==> config.mk <==
export PLATFORM = sky130hd
export DESIGN_NAME = hdlc_rx_deformatter
export DESIGN_NICKNAME = d
export VERILOG_FILES = /design/src/rtl/hdlcrx_pkg.sv /design/src/rtl/hdlcrx_ctrl.sv /design/src/rtl/hdlcrx_dp.sv /design/src/rtl/hdlc_rx_deformatter.sv
export SDC_FILE = /design/constraint.sdc
export NUM_CORES = 1
export LEC_CHECK = 0
export ABC_AREA = 1
export ABC_CLOCK_PERIOD_IN_PS = 2050
export CORE_ASPECT_RATIO = 1.5
export CORE_MARGIN = 2
export CORE_UTILIZATION = 59
export DETAILED_ROUTE_END_ITERATION = 6
export PLACE_DENSITY = 0.87
export SLEW_MARGIN = 5
export SYNTH_ARGS = -nofsm -noshare
export SYNTH_HDL_FRONTEND = slang
export SYNTH_SLANG_ARGS = --single-unit
==> constraint.sdc <==
create_clock -name clk -period 2.05 [get_ports clk]
set_clock_uncertainty 0.1 [all_clocks]
set_input_delay 0.41 -clock clk [delete_from_list [all_inputs] [get_ports clk]]
set_output_delay 0.41 -clock clk [all_outputs]
set_load 0.005 [all_outputs]
==> src/rtl/hdlcrx_pkg.sv <==
package hdlcrx_pkg;

  typedef enum logic [1:0] {
    MODE_FCS   = 2'b00,
    MODE_NOFCS = 2'b01,
    MODE_PACK8 = 2'b10,
    MODE_PACK6 = 2'b11
  } rxMode_e;

  // strobes from control to datapath, one set per cycle
  typedef struct packed {
    logic clr;      // receiver disabled: drop everything
    logic candV;    // destuffed bit enters the flag look-behind line
    logic candBit;  // current line bit
    logic flagHit;  // closing/opening flag completed on this bit
    logic abortHit; // seventh consecutive one
    logic uV;       // transparent bit to accumulate
    logic uAlign;   // transparent bit starts a byte (multiframe mark)
  } rxStrobe_t;

endpackage

==> src/rtl/hdlcrx_ctrl.sv <==
module hdlcrx_ctrl
  import hdlcrx_pkg::*;
#(
  parameter int FLAG_RUN = 6
) (
  input  logic       clk,
  input  logic       rstN,
  input  logic       rxEn,
  input  logic [1:0] mode,
  input  logic       bitValid,
  input  logic       bitIn,
  input  logic       mfSync,
  output rxStrobe_t  stb
);

  localparam int CW = $clog2(FLAG_RUN + 2);
  localparam logic [CW-1:0] RUN_FLAG  = CW'(FLAG_RUN);
  localparam logic [CW-1:0] RUN_STUFF = CW'(FLAG_RUN - 1);
  localparam logic [CW-1:0] RUN_SAT   = CW'(FLAG_RUN + 1);

  logic [CW-1:0] onesCnt;
  logic          openQ;
  logic          alignedQ;
  logic          isHdlc;

  assign isHdlc = (mode == MODE_FCS) || (mode == MODE_NOFCS);

  always_comb begin
    stb         = '0;
    stb.clr     = !rxEn;
    stb.candBit = bitIn;
    if (rxEn && bitValid) begin
      if (isHdlc) begin
        if (onesCnt == RUN_FLAG) begin
          stb.abortHit = bitIn;
          stb.flagHit  = !bitIn;
        end else if (!(onesCnt == RUN_STUFF && !bitIn)) begin
          stb.candV = openQ;
        end
      end else begin
        stb.uAlign = mfSync;
        stb.uV     = mfSync || alignedQ;
      end
    end
  end

  always_ff @(posedge clk or negedge rstN) begin
    if (!rstN) begin
      onesCnt  <= '0;
      openQ    <= 1'b0;
      alignedQ <= 1'b0;
    end else if (!rxEn) begin
      onesCnt  <= '0;
      openQ    <= 1'b0;
      alignedQ <= 1'b0;
    end else if (bitValid) begin
      if (isHdlc) begin
        if (!bitIn)                  onesCnt <= '0;
        else if (onesCnt != RUN_SAT) onesCnt <= onesCnt + 1'b1;
        if (stb.flagHit)       openQ <= 1'b1;
        else if (stb.abortHit) openQ <= 1'b0;
      end else if (mfSync) begin
        alignedQ <= 1'b1;
      end
    end
  end

endmodule

==> src/rtl/hdlcrx_dp.sv <==
module hdlcrx_dp
  import hdlcrx_pkg::*;
#(
  parameter int              BYTE_W   = 8,
  parameter int              NARROW_W = 6,
  parameter int              FLAG_RUN = 6,
  parameter int              CRC_W    = 16,
  parameter logic [CRC_W-1:0] CRC_POLY = 16'h8408,
  parameter logic [CRC_W-1:0] CRC_GOOD = 16'hF0B8
) (
  input  logic              clk,
  input  logic              rstN,
  input  logic [1:0]        mode,
  input  rxStrobe_t         stb,
  output logic              wrEn,
  output logic [BYTE_W-1:0] wrData,
  output logic              statValid,
  output logic              statBad,
  output logic              statAbort,
  output logic              irqEvt
);

  localparam int DLY = FLAG_RUN + 1;            // flag bits seen before recognition
  localparam int OCW = $clog2(DLY + 1);
  localparam int BCW = $clog2(BYTE_W + 1);
  localparam logic [OCW-1:0] OCC_FULL  = OCW'(DLY);
  localparam logic [BCW-1:0] LAST_WIDE = BCW'(BYTE_W - 1);
  localparam logic [BCW-1:0] LAST_NARR = BCW'(NARROW_W - 1);

  logic [DLY-1:0]    dly;
  logic [OCW-1:0]    occ;
  logic [BYTE_W-1:0] sh, newSh, hold0, hold1, uData;
  logic [BCW-1:0]    bitCnt, uLast;
  logic [1:0]        byteCnt;
  logic [CRC_W-1:0]  crc, crcNext;
  logic              exitV, inBit, byteDone, uDone, hasContent, frameBad;

  assign exitV      = stb.candV && (occ == OCC_FULL);
  assign inBit      = exitV ? dly[0] : stb.candBit;
  assign newSh      = {inBit, sh[BYTE_W-1:1]};
  assign byteDone   = exitV && (bitCnt == LAST_WIDE);
  assign hasContent = (byteCnt != 2'd0) || (bitCnt != '0);
  assign crcNext    = (crc >> 1) ^ ((crc[0] ^ dly[0]) ? CRC_POLY : '0);
  assign frameBad   = (byteCnt != 2'd2) || (bitCnt != '0) ||
                      ((mode == MODE_FCS) && (crc != CRC_GOOD));

  // transparent packing width
  generate
    if (NARROW_W < BYTE_W) begin : g_narrow
      assign uLast = mode[0] ? LAST_NARR : LAST_WIDE;
      assign uData = mode[0] ? (newSh >> (BYTE_W - NARROW_W)) : newSh;
    end else begin : g_wide
      assign uLast = LAST_WIDE;
      assign uData = newSh;
    end
  endgenerate
  assign uDone = stb.uV && !stb.uAlign && (bitCnt == uLast);

  always_ff @(posedge clk or negedge rstN) begin
    if (!rstN) begin
      dly <= '0; occ <= '0; sh <= '0; bitCnt <= '0; byteCnt <= '0;
      crc <= '1; hold0 <= '0; hold1 <= '0;
      wrEn <= 1'b0; wrData <= '0; statValid <= 1'b0;
      statBad <= 1'b0; statAbort <= 1'b0; irqEvt <= 1'b0;
    end else begin
      wrEn      <= 1'b0;
      statValid <= 1'b0;
      statBad   <= 1'b0;
      statAbort <= 1'b0;
      irqEvt    <= 1'b0;
      if (stb.clr) begin
        occ <= '0; bitCnt <= '0; byteCnt <= '0; crc <= '1;
      end else if (stb.uV) begin
        sh <= newSh;
        if (stb.uAlign) begin
          bitCnt <= BCW'(1);
        end else if (uDone) begin
          bitCnt <= '0;
          wrEn   <= 1'b1;
          wrData <= uData;
          irqEvt <= 1'b1;
        end else begin
          bitCnt <= bitCnt + 1'b1;
        end
      end else if (stb.flagHit || stb.abortHit) begin
        if (hasContent) begin
          statValid <= 1'b1;
          irqEvt    <= 1'b1;
          statAbort <= stb.abortHit;
          statBad   <= stb.flagHit && frameBad;
        end
        occ <= '0; bitCnt <= '0; byteCnt <= '0; crc <= '1;
      end else if (stb.candV) begin
        dly <= {stb.candBit, dly[DLY-1:1]};
        if (occ != OCC_FULL) occ <= occ + 1'b1;
        if (exitV) begin
          sh     <= newSh;
          crc    <= crcNext;
          bitCnt <= byteDone ? '0 : bitCnt + 1'b1;
          if (byteDone) begin
            if (byteCnt != 2'd2) byteCnt <= byteCnt + 1'b1;
            if (mode == MODE_NOFCS) begin
              wrEn   <= 1'b1;
              wrData <= newSh;
            end else if (byteCnt == 2'd2) begin
              wrEn   <= 1'b1;
              wrData <= hold0;
              hold0  <= hold1;
              hold1  <= newSh;
            end else if (byteCnt == 2'd1) begin
              hold1 <= newSh;
            end else begin
              hold0 <= newSh;
            end
          end
        end
      end
    end
  end

endmodule

==> src/rtl/hdlc_rx_deformatter.sv <==
module hdlc_rx_deformatter
  import hdlcrx_pkg::*;
#(
  parameter int BYTE_W   = 8,
  parameter int NARROW_W = 6,
  parameter int FLAG_RUN = 6
) (
  input  logic              clk,
  input  logic              rstN,
  input  logic              rxEn,
  input  logic [1:0]        mode,
  input  logic              bitValid,
  input  logic              bitIn,
  input  logic              mfSync,
  output logic              wrEn,
  output logic [BYTE_W-1:0] wrData,
  output logic              statValid,
  output logic              statBad,
  output logic              statAbort,
  output logic              irqEvt
);

  rxStrobe_t stb;

  hdlcrx_ctrl #(.FLAG_RUN(FLAG_RUN)) u_ctrl (
    .clk(clk), .rstN(rstN), .rxEn(rxEn), .mode(mode),
    .bitValid(bitValid), .bitIn(bitIn), .mfSync(mfSync), .stb(stb)
  );

  hdlcrx_dp #(.BYTE_W(BYTE_W), .NARROW_W(NARROW_W), .FLAG_RUN(FLAG_RUN)) u_dp (
    .clk(clk), .rstN(rstN), .mode(mode), .stb(stb),
    .wrEn(wrEn), .wrData(wrData), .statValid(statValid),
    .statBad(statBad), .statAbort(statAbort), .irqEvt(irqEvt)
  );

endmodule

==> metrics.csv, run 1 <==
metric;value;unit
ir_worst_vdd;0.549;mV
cts_tree;done;
finalWirelength;8570;um
drive_above_1_share;18.9;%
die_h;101;um
clk_path_buf_depth;2;
vias;3277;
p_switching;0.901;mW
grt_max_degree;43;
finish.net_count;521;
die_area;6920;um2
period_share;93.9;%
fmax;520;MHz
syn_inst;446;
p_comb_share;11.9;%
grt_pass1_wl;14100;um
p_sw_share;27.8;%
grt_usage;27.1;%
cts_root_buf;clkbuf_8;
clk_pin_slew;80;ps
synth_area;3690;um2
finalHoldViolCount;0;
die_w;68.6;um
ant_nets;0;
gp_congestion;0.862;
setup_violations;0;
cts_sinks;73;
antennaDiodeCount;0;
fin_util;73.9;%
cap_violations;0;
ys_warn_count;0;
powerDensity;719;nW/um2
endpoint_kind;register;
status;finished clean;
p_leak;2.28;nW
finalSetupTns;0;ps
antenna_found_initial;0;
period_needed;1920;ps
tightest_slew;442;ps
area_growth;21.9;%
synth_seq_cells;73;
std_cell_rows;35;
post_drt_wl_per_cell;14.7;um
p_seq_share;50.0;%
port_buffers;20;
dp_hpwl;6150;um
syn-num-nets;465;
drt_iter0_drc;271;
clkPwrFrac;38.1;%
power;3.24;mW
synth_cell_type_count;33;
ys_seq_area_share;50.0;%
grt_pass1_vias;3168;
critPathKind;reg2reg;
layout.cells.non_filler;581;
worstHoldPathType;reg2reg;
maxSlewHeadroom;70.5;%
syn_avg_cell_area;8.28;um2
htree_num_levels;3;
drc_errors;0;
overflow;0;
cts_buffers;9;
start_util;60.6;%
coreArea;6090;um2
critPathMaxFanout;14;
critPathLaunchType;register;
critical_path_required;2220;ps
cp_data_arrival_time;2100;ps
drv_slew;0;
dr.pass1.iters;7;
clk_latency;350;ps
p_int;2.33;mW
pin_count;21;
viasPerCell;5.64;
post-place-cells;562;
[through the flow]
step	hold WS (ps)	area [um2]	setup slack [ps]
finish	387	4500	125
global route	408	4500	-5.60
CTS	391	4460	54.3
detailed placement	271	4230	-196
global placement	262	4230	-114
floorplan	14.4	3690	309
[final timing paths]
check,from,endpoint,slack (ps),cells past startpoint
hold reg to reg,u_dp.sh[1],u_dp.hold1[0],390,2
max in group asynchronous,rstN,u_dp.crc[10],790,3
min in group asynchronous,rstN,u_dp.dly[3],430,2
hold / removal,u_dp.sh[1],u_dp.hold1[0],390,2
setup reg to reg,u_ctrl.onesCnt[0],u_dp.hold0[1],130,10
setup / recovery,u_ctrl.onesCnt[0],u_dp.hold0[1],130,10
[cell families after synthesis]
logic type               after synthesis  synth area share, %
AO/OA/AOI/OAI                        100                 14.5
XOR/XNOR                               3                0.712
adder cells (fa/ha/maj)               11                 3.73
buffers and inverters                 64                 7.42
flip-flops                            73                 50.0
AND/OR/NAND/NOR                      195                 23.6
[layout make-up]
class	instances	area [um2]
clock buffers	10	149
multi-input cells	309	1600
flip-flops and latches	73	1850
well taps	74	92.6
repair buffers	59	553
clock inverters	6	72.6
inverters	50	188
fillers	425	1590
[placed cells by master (no fill, tap or decap), drive strengths merged]
cell type / netlist / routed
o21ai: 68 / 68
nand2: 118 / 118
clkbuf: 5 / 10
o31ai: 1 / 1
nor3: 1 / 1
buf: 9 / 39
xor2: 2 / 2
clkdlybuf4s50: 0 / 19
a31oi: 4 / 4
nor4: 2 / 2
a22o: 2 / 2
inv: 50 / 52
nor2: 41 / 41
ha: 11 / 11
xnor2: 1 / 1
nand4: 10 / 10
dlygate4sd3: 0 / 1
a21oi: 20 / 20
dfstp: 16 / 16
nand3: 22 / 22
or2: 1 / 1
clkinv: 0 / 3
bufinv: 0 / 1
o211ai: 5 / 5
dfrtp: 57 / 57
[power by group through the flow]
| stage | clock network [mW] | logic (mW) | registers, mW |
|---|---|---|---|
| 2_1_floorplan | 0 | 0.232 | 1.61 |
| 6_report | 1.23 | 0.385 | 1.62 |
| 3_3_place_gp | 0 | 0.350 | 1.64 |
| 3_5_place_dp | 0 | 0.369 | 1.64 |
| 4_1_cts | 1.23 | 0.377 | 1.62 |
| 5_1_grt | 1.31 | 0.439 | 1.62 |
[critical path, cell delays in order, from the launching register on]
cell and delay [ps]:
dfrtp_1 390, buf_4 150, ha_1 210, nand3_1 130, nand2_2 100, nor2_8 110, nand3_4 140, nor2_4 180
buf_12 150, nor2_1 60, a21oi_2 110
[state kept, by name, summed over array words and instances, names as in the netlist, 2 cells and up]
register,flops
u_dp.dly,7
u_dp.wrData,8
u_ctrl.onesCnt,3
u_dp.bitCnt,4
u_dp.hold1,8
u_dp.crc,16
u_dp.byteCnt,2
u_dp.occ,3
u_dp.sh,7
u_dp.hold0,8
[Yosys cell counts (all sizes together)]
master	instances	share of area, %
ha	11	3.7
nand4	10	1.9
nor2	41	5.4
a22o	2	0.47
a31oi	4	0.68
nor4	2	0.34
o21ai	68	9.2
xor2	2	0.47
or2	1	0.17
nand3	22	3.3
buf	9	1.8
o211ai	5	1.0
a21oi	20	2.9
clkbuf	5	0.54
inv	50	5.1
nor3	1	0.14
dfrtp	57	39
nand2	118	12
xnor2	1	0.24
o31ai	1	0.20
dfstp	16	11
[layer usage]
metal / vias up / GRT usage (%) / wire [um]
met3: 27 / 4.92 / 357
met1: 1569 / 31.7 / 3370
li1: 1573 / - / -
met5: - / 0 / 0
met4: 0 / 10.8 / 245
met2: 108 / 47.6 / 4590
[what timing repair did]
item	CTS	global route
hold buffers	1	0
setup buffers	0	2
endpoints found under the hold margin	8	0
endpoints found under the setup margin	0	24
gates resized for setup	0	7
Note: power is estimated with default switching activity, not from simulation.
==> run 2: changes to the inputs <==
Settings changed: GPL_ROUTABILITY_DRIVEN from default to 1.
==> results of run 2 <==
Final layout, timing and power as in run 1 (identical DEF).
